File: src/rtl/ide_br_pkg.sv
package ide_br_pkg;
  localparam int HA_W  = 10;
  localparam int HD_W  = 32;
  localparam int ID_W  = 16;
  localparam int SB_W  = 8;
  localparam int BE_W  = HD_W / 8;
  localparam int REG_W = 3;

  localparam logic [HA_W-1:0] CH0_BASE = 10'h1F0;
  localparam logic [HA_W-1:0] CH1_BASE = 10'h170;
  localparam logic [HA_W-1:0] CH0_CTL  = 10'h3F6;
  localparam logic [HA_W-1:0] CH1_CTL  = 10'h376;

  typedef enum logic [2:0] {ST_IDLE, ST_SETUP, ST_STRB, ST_HOLD, ST_DONE} seq_state_e;

  typedef struct packed {
    logic       io_sel;
    logic       ctl_en;
    logic [1:0] acc_time;
    logic [1:0] clk_rate;
  } strap_t;

  typedef struct packed {
    logic             wr;
    logic             chan;
    logic             ctl;
    logic [REG_W-1:0] reg_ofs;
    logic             lane8;
    logic             dword;
    logic [HD_W-1:0]  hd;
    logic [SB_W-1:0]  sd;
  } xfer_t;

  function automatic logic in_block(input logic [HA_W-1:0] a, input logic [HA_W-1:0] base);
    return a[HA_W-1:REG_W] == base[HA_W-1:REG_W];
  endfunction

  function automatic logic is_ctl(input logic [HA_W-1:0] a);
    return (a == CH0_CTL) || (a == CH1_CTL);
  endfunction

  // bit 0: channel 0 window, bit 1: channel 1 window
  function automatic logic [1:0] chan_hit(input logic [HA_W-1:0] a);
    return {in_block(a, CH1_BASE) || (a == CH1_CTL),
            in_block(a, CH0_BASE) || (a == CH0_CTL)};
  endfunction

  function automatic logic single_byte(input logic [BE_W-1:0] be_n);
    logic [BE_W-1:0] on;
    on = ~be_n;
    return (on != '0) && ((on & (on - BE_W'(1))) == '0);
  endfunction

  function automatic logic use_lane8(input logic [HA_W-1:0] a, input logic [BE_W-1:0] be_n);
    return is_ctl(a) || (a[REG_W-1:0] != '0) || single_byte(be_n);
  endfunction

  function automatic logic is_dword(input logic [HA_W-1:0] a, input logic [BE_W-1:0] be_n);
    return !use_lane8(a, be_n) && (be_n == '0);
  endfunction

  function automatic logic [ID_W-1:0] steer(input logic [HD_W-1:0] hd, input logic [SB_W-1:0] sd,
                                            input logic lane8, input logic hi);
    if (lane8) return {{(ID_W-SB_W){1'b0}}, sd};
    return hi ? hd[HD_W-1:ID_W] : hd[ID_W-1:0];
  endfunction
endpackage

File: src/rtl/ide_br_strap.sv
module ide_br_strap
  import ide_br_pkg::*;
(
  input  logic   clk,
  input  logic   rst_n,
  input  strap_t straps,
  output strap_t cfg
);
  // sampled every clock while reset is low; frozen from release onward
  always_ff @(posedge clk) begin
    if (!rst_n) cfg <= straps;
  end


  cfg_frozen_chk: assert property (@(posedge clk) disable iff (!rst_n)
    $past(rst_n) |-> $stable(cfg));
endmodule

File: src/rtl/ide_br_decode.sv
module ide_br_decode
  import ide_br_pkg::*;
(
  input  logic            req,
  input  logic            mio,
  input  logic            dc,
  input  logic            wr,
  input  logic [HA_W-1:0] addr,
  input  logic [BE_W-1:0] be_n,
  input  logic [HD_W-1:0] hd,
  input  logic [SB_W-1:0] sd,
  input  logic            cfg_en,
  input  logic            idle,
  output logic            claim,
  output xfer_t           req_x
);
  logic [1:0] hit;

  always_comb begin
    hit           = chan_hit(addr);
    claim         = req && idle && cfg_en && !mio && dc && (hit != 2'b00);
    req_x.wr      = wr;
    req_x.chan    = hit[1];
    req_x.ctl     = is_ctl(addr);
    req_x.reg_ofs = addr[REG_W-1:0];
    req_x.lane8   = use_lane8(addr, be_n);
    req_x.dword   = is_dword(addr, be_n);
    req_x.hd      = hd;
    req_x.sd      = sd;
  end
endmodule

File: src/rtl/ide_br_seq.sv
module ide_br_seq
  import ide_br_pkg::*;
#(
  parameter int STROBE_CLKS = 3
) (
  input  logic  clk,
  input  logic  rst_n,
  input  logic  claim,
  input  logic  cfg_en,
  input  xfer_t req_x,
  output xfer_t act_x,
  output logic  busy,
  output logic  sel_on,
  output logic  strobe_on,
  output logic  word_hi,
  output logic  done
);
  localparam int CW = $clog2(STROBE_CLKS + 1);
  localparam logic [CW-1:0] LAST = CW'(STROBE_CLKS - 1);

  seq_state_e    st;
  logic [CW-1:0] cnt;
  logic          strobe_end;
  logic          second_due;

  assign strobe_end = (st == ST_STRB) && (cnt == LAST);
  assign second_due = act_x.dword && !word_hi;

  always_ff @(posedge clk or negedge rst_n) begin
    if (!rst_n) begin
      st      <= ST_IDLE;
      cnt     <= '0;
      word_hi <= 1'b0;
      act_x   <= '0;
    end else begin
      case (st)
        ST_IDLE: if (claim) begin
          act_x   <= req_x;
          word_hi <= 1'b0;
          st      <= ST_SETUP;
        end
        ST_SETUP: begin
          cnt <= '0;
          st  <= ST_STRB;
        end
        ST_STRB: begin
          if (strobe_end) st <= ST_HOLD;
          else            cnt <= cnt + CW'(1);
        end
        ST_HOLD: begin
          if (second_due) begin
            word_hi <= 1'b1;
            st      <= ST_SETUP;
          end else begin
            st <= ST_DONE;
          end
        end
        default: begin
          word_hi <= 1'b0;
          st      <= ST_IDLE;
        end
      endcase
    end
  end

  assign busy      = (st != ST_IDLE);
  assign sel_on    = (st == ST_SETUP) || (st == ST_STRB) || (st == ST_HOLD);
  assign strobe_on = (st == ST_STRB);
  assign done      = (st == ST_DONE);

  // checker-side width counter
  logic [CW:0] wcnt;
  always_ff @(posedge clk or negedge rst_n) begin
    if (!rst_n)         wcnt <= '0;
    else if (strobe_on) wcnt <= wcnt + (CW+1)'(1);
    else                wcnt <= '0;
  end


  strobe_width_chk: assert property (@(posedge clk) disable iff (!rst_n)
    $fell(strobe_on) |-> wcnt == (CW+1)'(STROBE_CLKS));

  rdy_after_hold_chk: assert property (@(posedge clk) disable iff (!rst_n)
    done |-> $past(st) == ST_HOLD);

  rdy_single_chk: assert property (@(posedge clk) disable iff (!rst_n)
    done |=> !done);

  second_word_chk: assert property (@(posedge clk) disable iff (!rst_n)
    (st == ST_HOLD && second_due) |=> (st == ST_SETUP && word_hi));

  disabled_idle_chk: assert property (@(posedge clk) disable iff (!rst_n)
    (st == ST_IDLE && !cfg_en) |=> st == ST_IDLE);
endmodule

File: src/rtl/ide_br_steer.sv
module ide_br_steer
  import ide_br_pkg::*;
(
  input  xfer_t           act_x,
  input  logic            word_hi,
  input  logic            drive,
  output logic [ID_W-1:0] data
);
  assign data = drive ? steer(act_x.hd, act_x.sd, act_x.lane8, word_hi) : '0;
endmodule

File: src/rtl/ide_host_bridge.sv
module ide_host_bridge
  import ide_br_pkg::*;
#(
  parameter int STROBE_CLKS = 3
) (
  input  logic        clk,
  input  logic        rst_n,
  input  logic [1:0]  strap_clk_rate,
  input  logic [1:0]  strap_acc_time,
  input  logic        strap_ctl_en,
  input  logic        strap_io_sel,
  output logic [5:0]  cfg_q,
  input  logic        hst_req,
  input  logic        hst_mio,
  input  logic        hst_dc,
  input  logic        hst_wr,
  input  logic [9:0]  hst_addr,
  input  logic [3:0]  hst_be_n,
  input  logic [31:0] hst_data,
  input  logic [7:0]  hst_sd,
  output logic        hst_rdy,
  output logic [1:0]  ide_cs_n,
  output logic        ide_ctl,
  output logic [2:0]  ide_addr,
  output logic [15:0] ide_data,
  output logic        ide_wr_n,
  output logic        ide_rd_n
);
  strap_t straps, cfg;
  xfer_t  req_x, act_x;
  logic   claim, busy, sel_on, strobe_on, word_hi, done;

  assign straps = '{io_sel: strap_io_sel, ctl_en: strap_ctl_en,
                    acc_time: strap_acc_time, clk_rate: strap_clk_rate};
  assign cfg_q  = cfg;

  ide_br_strap u_strap (.clk(clk), .rst_n(rst_n), .straps(straps), .cfg(cfg));

  ide_br_decode u_dec (
    .req(hst_req), .mio(hst_mio), .dc(hst_dc), .wr(hst_wr), .addr(hst_addr),
    .be_n(hst_be_n), .hd(hst_data), .sd(hst_sd), .cfg_en(cfg.ctl_en),
    .idle(!busy), .claim(claim), .req_x(req_x)
  );

  ide_br_seq #(.STROBE_CLKS(STROBE_CLKS)) u_seq (
    .clk(clk), .rst_n(rst_n), .claim(claim), .cfg_en(cfg.ctl_en), .req_x(req_x),
    .act_x(act_x), .busy(busy), .sel_on(sel_on), .strobe_on(strobe_on),
    .word_hi(word_hi), .done(done)
  );

  ide_br_steer u_steer (
    .act_x(act_x), .word_hi(word_hi), .drive(sel_on && act_x.wr), .data(ide_data)
  );

  assign ide_cs_n = sel_on ? ~(2'b01 << act_x.chan) : 2'b11;
  assign ide_ctl  = sel_on && act_x.ctl;
  assign ide_addr = sel_on ? act_x.reg_ofs : '0;
  assign ide_wr_n = !(strobe_on && act_x.wr);
  assign ide_rd_n = !(strobe_on && !act_x.wr);
  assign hst_rdy  = done;


  strobe_stable_chk: assert property (@(posedge clk) disable iff (!rst_n)
    (strobe_on && $past(strobe_on)) |-> ($stable(ide_data) && $stable(ide_addr) && $stable(ide_cs_n)));

  strobe_cs_chk: assert property (@(posedge clk) disable iff (!rst_n)
    (!ide_wr_n || !ide_rd_n) |-> $onehot(~ide_cs_n));

  strobe_dir_chk: assert property (@(posedge clk) disable iff (!rst_n)
    !(!ide_wr_n && !ide_rd_n));

  rdy_quiet_chk: assert property (@(posedge clk) disable iff (!rst_n)
    hst_rdy |-> (ide_wr_n && ide_rd_n && ide_cs_n == 2'b11));
endmodule

File: config.mk
export PLATFORM = sky130hd
export DESIGN_NAME = ide_host_bridge
export DESIGN_NICKNAME = d
export VERILOG_FILES = /design/src/rtl/ide_br_pkg.sv /design/src/rtl/ide_br_strap.sv /design/src/rtl/ide_br_decode.sv /design/src/rtl/ide_br_seq.sv /design/src/rtl/ide_br_steer.sv /design/src/rtl/ide_host_bridge.sv
export SDC_FILE = /design/constraint.sdc
export NUM_CORES = 1
export LEC_CHECK = 0
export CAP_MARGIN = 0
export CORE_MARGIN = 2
export CORE_UTILIZATION = 45
export CTS_CLUSTER_DIAMETER = 200
export DETAILED_ROUTE_END_ITERATION = 8
export GPL_TIMING_DRIVEN = 0
export MAX_ROUTING_LAYER = met4
export PLACE_DENSITY_LB_ADDON = 0.25
export SYNTH_ARGS = -nofsm -noshare
export SYNTH_HDL_FRONTEND = slang
export SYNTH_SLANG_ARGS = --single-unit
File: constraint.sdc
create_clock -name clk -period 2.7 [get_ports clk]
set_clock_uncertainty 0.1 [all_clocks]
set_input_delay 0.27 -clock clk [delete_from_list [all_inputs] [get_ports clk]]
set_output_delay 0.27 -clock clk [all_outputs]
set_load 0.02 [all_outputs]
### Word level (Yosys, flattened, before mapping)

Cells that the tools add are included.

* $add $sub $neg: 2
* eq/ne operators: 13
* shift-type cells: 1
* multiplexer cells: 16
* bitwise gates (word level): 4
* reductions and logical operators: 40

Operator list (count)
* $mux W16: 4
* $eq A10 B10 Y1 const B: 2
* $eq A7 B6 Y1 const B: 2
* $logic_and A1 B1 Y1: 13
* $mux W3: 4
* $pmux W3 S4: 1
* $logic_not A4 Y1: 2
* $logic_not A1 Y1: 7
* $logic_or A1 B1 Y1: 7
* $eq A3 B2 Y1 const B: 2
* $reduce_and A2 Y1: 3
* $reduce_bool A3 Y1: 2
* $and A4 B4 Y4: 1
* $mux W2: 2
* $ne A2 B1 Y1 const B: 2
* $ne A2 B2 Y1 const B: 2
* $not A4 Y4: 1
* $pmux W2 S2: 1
* $reduce_bool A2 Y1: 2
* $reduce_bool A4 Y1: 1
* $sub A4 B1 Y4 const B: 1
* $eq A3 B1 Y1 const B: 1
* $eq A3 B3 Y1 const B: 1
* $logic_not A3 Y1: 1
* 9 further kinds: 11

* register bits after elaboration: 60
* bits of input ports: 66

### Longest topological paths before layout

* depth after elaboration: 9
* mapped depth: 6
* mapped depth without buffers: 6

### Cells and area by module

Synthesis repeated with hierarchy kept, for this count alone.

* cells, all modules: 263
* area, all modules: 3248.1 um^2

By module, submodules not included
* ide_br_seq: times used 1, cells each 140, area an instance 2163.3 um^2
* ide_br_decode: times used 1, cells each 60, area an instance 457.9 um^2
* ide_br_steer: times used 1, cells each 46, area an instance 387.9 um^2
* ide_br_strap: times used 1, cells each 7, area an instance 183.9 um^2
* ide_host_bridge: times used 1, cells each 10, area an instance 55.1 um^2

### Worst setup path before layout

No wires, ideal clock.

* path kind: reg-to-reg
* start point: register u_seq.st[1]
* end point: register, netlist name u_seq.act_x[33]
* setup time: 0.125 ns
* arrival: 2.037 ns
* required time: 2.475 ns
* setup slack: 0.438 ns
* cell stages (with the launch flop): 6
* buffers on the path: 2
* cells stage by stage: dfrtp_1 -> buf_6 -> or4b_4 -> a2111oi_4 -> buf_6 -> mux2_2

* cells in the longest elaborated chain, start to end: 8

RTL lines
* start, declared: line ide_br_seq.sv:21 `seq_state_e st;`
* start signal, assigned: line ide_br_seq.sv:31 `st <= ST_IDLE;`
* start signal, assigned: line ide_br_seq.sv:40 `st <= ST_SETUP;`
* start signal, assigned: line ide_br_seq.sv:44 `st <= ST_STRB;`
* $reduce_bool A3 Y1: line ide_br_seq.sv:66 `assign busy = (st != ST_IDLE);`
* $logic_not A1 Y1: line ide_host_bridge.sv:42 `.idle(!busy), .claim(claim), .req_x(req_x)`
* $logic_and A1 B1 Y1 (5 in a row): line ide_br_decode.sv:21 `claim = req && idle && cfg_en && !mio && dc && (hit != 2'b00);`
* $reduce_and A2 Y1 (no source line) *

Every way passes the cells marked *; elsewhere a longest branch is shown, timed or not.
A chain may end at the register's enable or synchronous reset.

### Worst setup path in the final report

* start point: register u_seq.st[2]
* end point: output port ide_data[8]

* cells in the longest elaborated chain, start to end: 5

RTL lines
* $eq A3 B1 Y1 / $eq A3 B2 Y1 (equally long branches): line ide_br_seq.sv:67 `assign sel_on = (st == ST_SETUP) || (st == ST_STRB) || (st == ST_HOLD);`
* $logic_or A1 B1 Y1: line ide_br_seq.sv:67
* $logic_or A1 B1 Y1 *: line ide_br_seq.sv:67
* $logic_and A1 B1 Y1 *: line ide_host_bridge.sv:52 `.act_x(act_x), .word_hi(word_hi), .drive(sel_on && act_x.wr), .data(ide_data)`
* $mux W16 *: line ide_br_steer.sv:9 `assign data = drive ? steer(act_x.hd, act_x.sd, act_x.lane8, word_hi) : '0;`
* end, declared: line ide_host_bridge.sv:25 `output logic [15:0] ide_data,`

Marks and branches as above.

==> results.yml <==
synth:
  avgSynthCellArea_um2: 12.46
  ys_warn_count: 0
  yosys_register_bits: 60
  synth_top_flop_cell: "dfrtp_1"
  ys_types: 32
  syn-instance-count: 225
  syn_nets: 292
  synth_async_sr_flop_share_pct: 90.00
  synth_edf_count: 6
  ys_seq_area_share_pct: 54.62
  synth_area_mm2: 0.002804
worst_setup_path:
  crit_path_top_delay_cell: "dfrtp_1"
  worstPathCellList: "o21ba_2, nand2_2, or2_2, nor2_1, dlygate4sd2_1"
  reg2reg_to: "u_seq.act_x[10]"
  crit_path_start_kind: "register"
  cp.arrival_ns: 2.22
  crit_path_end_kind: "output port"
  criticalPathCategory: "reg -> out"
  r2r-start: "u_seq.st[1]"
  critPathMaxStageDelay_ns: 0.47
  crit_fanout: 9
  r2r_slack_ns: 0.23
  r2r_cells: 5
  critPathRequiredTime_ns: 2.33
placed_design:
  dp_slack_ns: -0.1041
  post-place-cells: 397
  gp_congestion: 0.7824
  dp_hpwl_um: 4675
  io_buffers: 96
cells_and_area:
  layout-drive-gt1-share_pct: 21.43
  fillers: 486
  multi_input_area_mm2: 0.001162
  layout-area-overhead-vs-synth_pct: 44.09
  finish.net_count: 399
  fin_cells: 411
  final_common_cell: "clkdlybuf4s50_1"
  final_cell_mix: "clkdlybuf4s50_1, dfrtp_1, mux2_2"
  n_antenna_cell: 0
  seq_area_mm2: 0.001531
timing:
  finalHoldViolCount: 0
  finalCritPeriodShare_pct: 95.85
  tightest_slew_ns: 0.7370
  layout_setup_ws_ns: 0.1120
  rsz0062_at_grt: "no"
  min_period_ns: 2.588
  finalMaxSlewViolations: 0
  fmax_ghz: 0.3864
  max-slew-margin-rel_pct: 50.87
  setup_violations: 0
min_path:
  hp-class: "reg -> reg"
  worstHoldPathCells: 1
  hold_start: "u_seq.act_x[36]"
  hold_end: "u_seq.act_x[36]"
power:
  ir_worst_vdd_mv: 0.4470
  power.share.switching_pct: 29.31
  seqPwrFrac_pct: 44.3
  p_clk_share_pct: 29.6
  p_leak_nw: 1.801
  p_per_area_mw_per_mm2: 588.9
  p_int_mw: 1.682
  p_comb_share_pct: 26.1
  switchingPower_mw: 0.6974
clock_tree:
  cts.sinks: 60
  cts-buffers-inserted: 9
  htree_levels: 3
  cts.path.max_buffers: 2
  post-cts-setup-buffers: 0
  clkSlewWorstSetupHoldPaths_ns: 0.06
  clock_latency_ns: 0.33
  clock-root-buffer: "clkbuf_8"
  cts_tree: "yes"
grt:
  overflow: 0
  grt.total_usage_pct: 19.94
  grt_max_degree: 29
  grt_pass1_vias: 2182
  grt_pass1_wl_um: 10630
  antenna_found_initial: 0
drt:
  ant_nets: 0
  drt_first_pass_iters: 4
  drt_wl_total_um: 6387
  drc_errors: 0
  vias: 2092
  drt_iter0_drc: 49
  avgRoutedWirePerCell_um: 15.54
  viasPerCell: 5.090
floorplan:
  die_area_mm2: 0.006878
  core_area_mm2: 0.005956
  die-width_um: 82.94
  num_rows: 28
  io_pins: 97
  start_util_pct: 47.08
  die-height_um: 82.94
run:
  cap_violations: 0
status:
  status: "completed"
-- cell usage after synthesis, drive strengths merged, types with 4 or more instances --
cell / instances / area [µm²]
dfrtp: 54 / 1351
mux2: 45 / 506.7
nor2: 31 / 116.4
mux2i: 17 / 170.2
a21oi: 12 / 60.06
buf: 8 / 78.82
edfxtp: 6 / 180.2
nand2: 6 / 22.52
clkbuf: 5 / 18.77
and2: 4 / 25.02
inv: 4 / 15.01
o21ai: 4 / 20.02
-- state kept, by name, summed over array words and instances, names as in the netlist --
signal	cells
u_strap.cfg	6
u_seq.word_hi	1
u_seq.act_x	48
u_seq.st	3
u_seq.cnt	2
-- power by group through the flow --
stage	logic (mW)	registers [mW]	clock network, mW
finish	0.622	1.05	0.704
CTS	0.628	1.05	0.718
global route	0.680	1.06	0.763
global placement	0.639	1.03	0
floorplan	0.392	1.03	0
detailed placement	0.662	1.04	0
-- layer usage --
| metal | part of all wire (%) | vias to the layer above | GRT usage (%) |
|---|---|---|---|
| li1 | - | 1005 | - |
| met1 | 46 | 1024 | 25.85 |
| met2 | 49 | 55 | 31.16 |
| met3 | 4.0 | 8 | 3.976 |
| met4 | 1.3 | 0 | 7.601 |
| met5 | 0 | - | - |
-- stage by stage --
| stage | setup TNS (ns) | power, mW | utilization [%] | hold WS, ns | cell area, µm² |
|---|---|---|---|---|---|
| 2_1_floorplan | 0 | 1.427 | - | -0.1256 | 2804 |
| 3_3_place_gp | -32.27 | 1.673 | 64.79 | 0.3678 | 3859 |
| 3_5_place_dp | -0.7376 | 1.699 | 65.04 | 0.2387 | 3874 |
| 4_1_cts | 0 | 2.401 | 67.84 | 0.3842 | 4040 |
| 5_1_grt | 0 | 2.505 | 67.84 | 0.3930 | 4040 |
| 6_report | 0 | 2.379 | 67.84 | 0.3937 | 4040 |
-- critical path, delay by kind of cell, from the launching register on --
kind	cells	cell delay (ns)
and+or+nand+nor	3	0.70
buffers and inverters	1	0.36
AOI/OAI and AO/OA	1	0.37
DFF	1	0.47
-- worst max-delay path by stage --
stage	from	end	slack, ns	depth (start not counted)
final	u_seq.st[2]	ide_data[8]	0.11	5
after global routing	u_seq.st[2]	ide_data[8]	0.02	5
after CTS	u_seq.st[2]	ide_data[15]	0.1	5
after detailed placement	u_seq.word_hi	ide_data[12]	-0.10	5
after global placement	rst_n	u_strap.cfg[4]	-0.98	2
after floorplan	u_seq.st[1]	u_seq.act_x[33]	0.44	5
-- kinds of logic (layout without fill, tap and decap cells) --
logic type | after synthesis | in the layout | share of synthesized area [%]
compound gates | 21 | 21 | 5.132
xor+xnor | 2 | 2 | 0.6248
fa+ha+maj | 1 | 1 | 0.4462
buf+inv | 17 | 128 | 4.016
flops | 60 | 60 | 54.62
mux | 62 | 62 | 24.14
simple gates | 62 | 62 | 11.02
-- repair_timing --
action                                  4_1_cts  5_1_grt
endpoints found under the setup margin       13        0
resized for setup                            11        0
hold buffers                                  1        0
endpoints found under the hold margin        26        0
-- layout make-up --
cell class,instances,share of cell area (%)
Multi-Input combinational cell,148,28.77
Timing Repair Buffer,98,24.16
Inverter,4,0.3716
Clock inverter,2,0.2478
Tap cell,75,2.323
Clock buffer,13,3.933
Buffer,11,2.292
Sequential cell,60,37.91
Note: power is estimated with default switching activity, not from simulation.
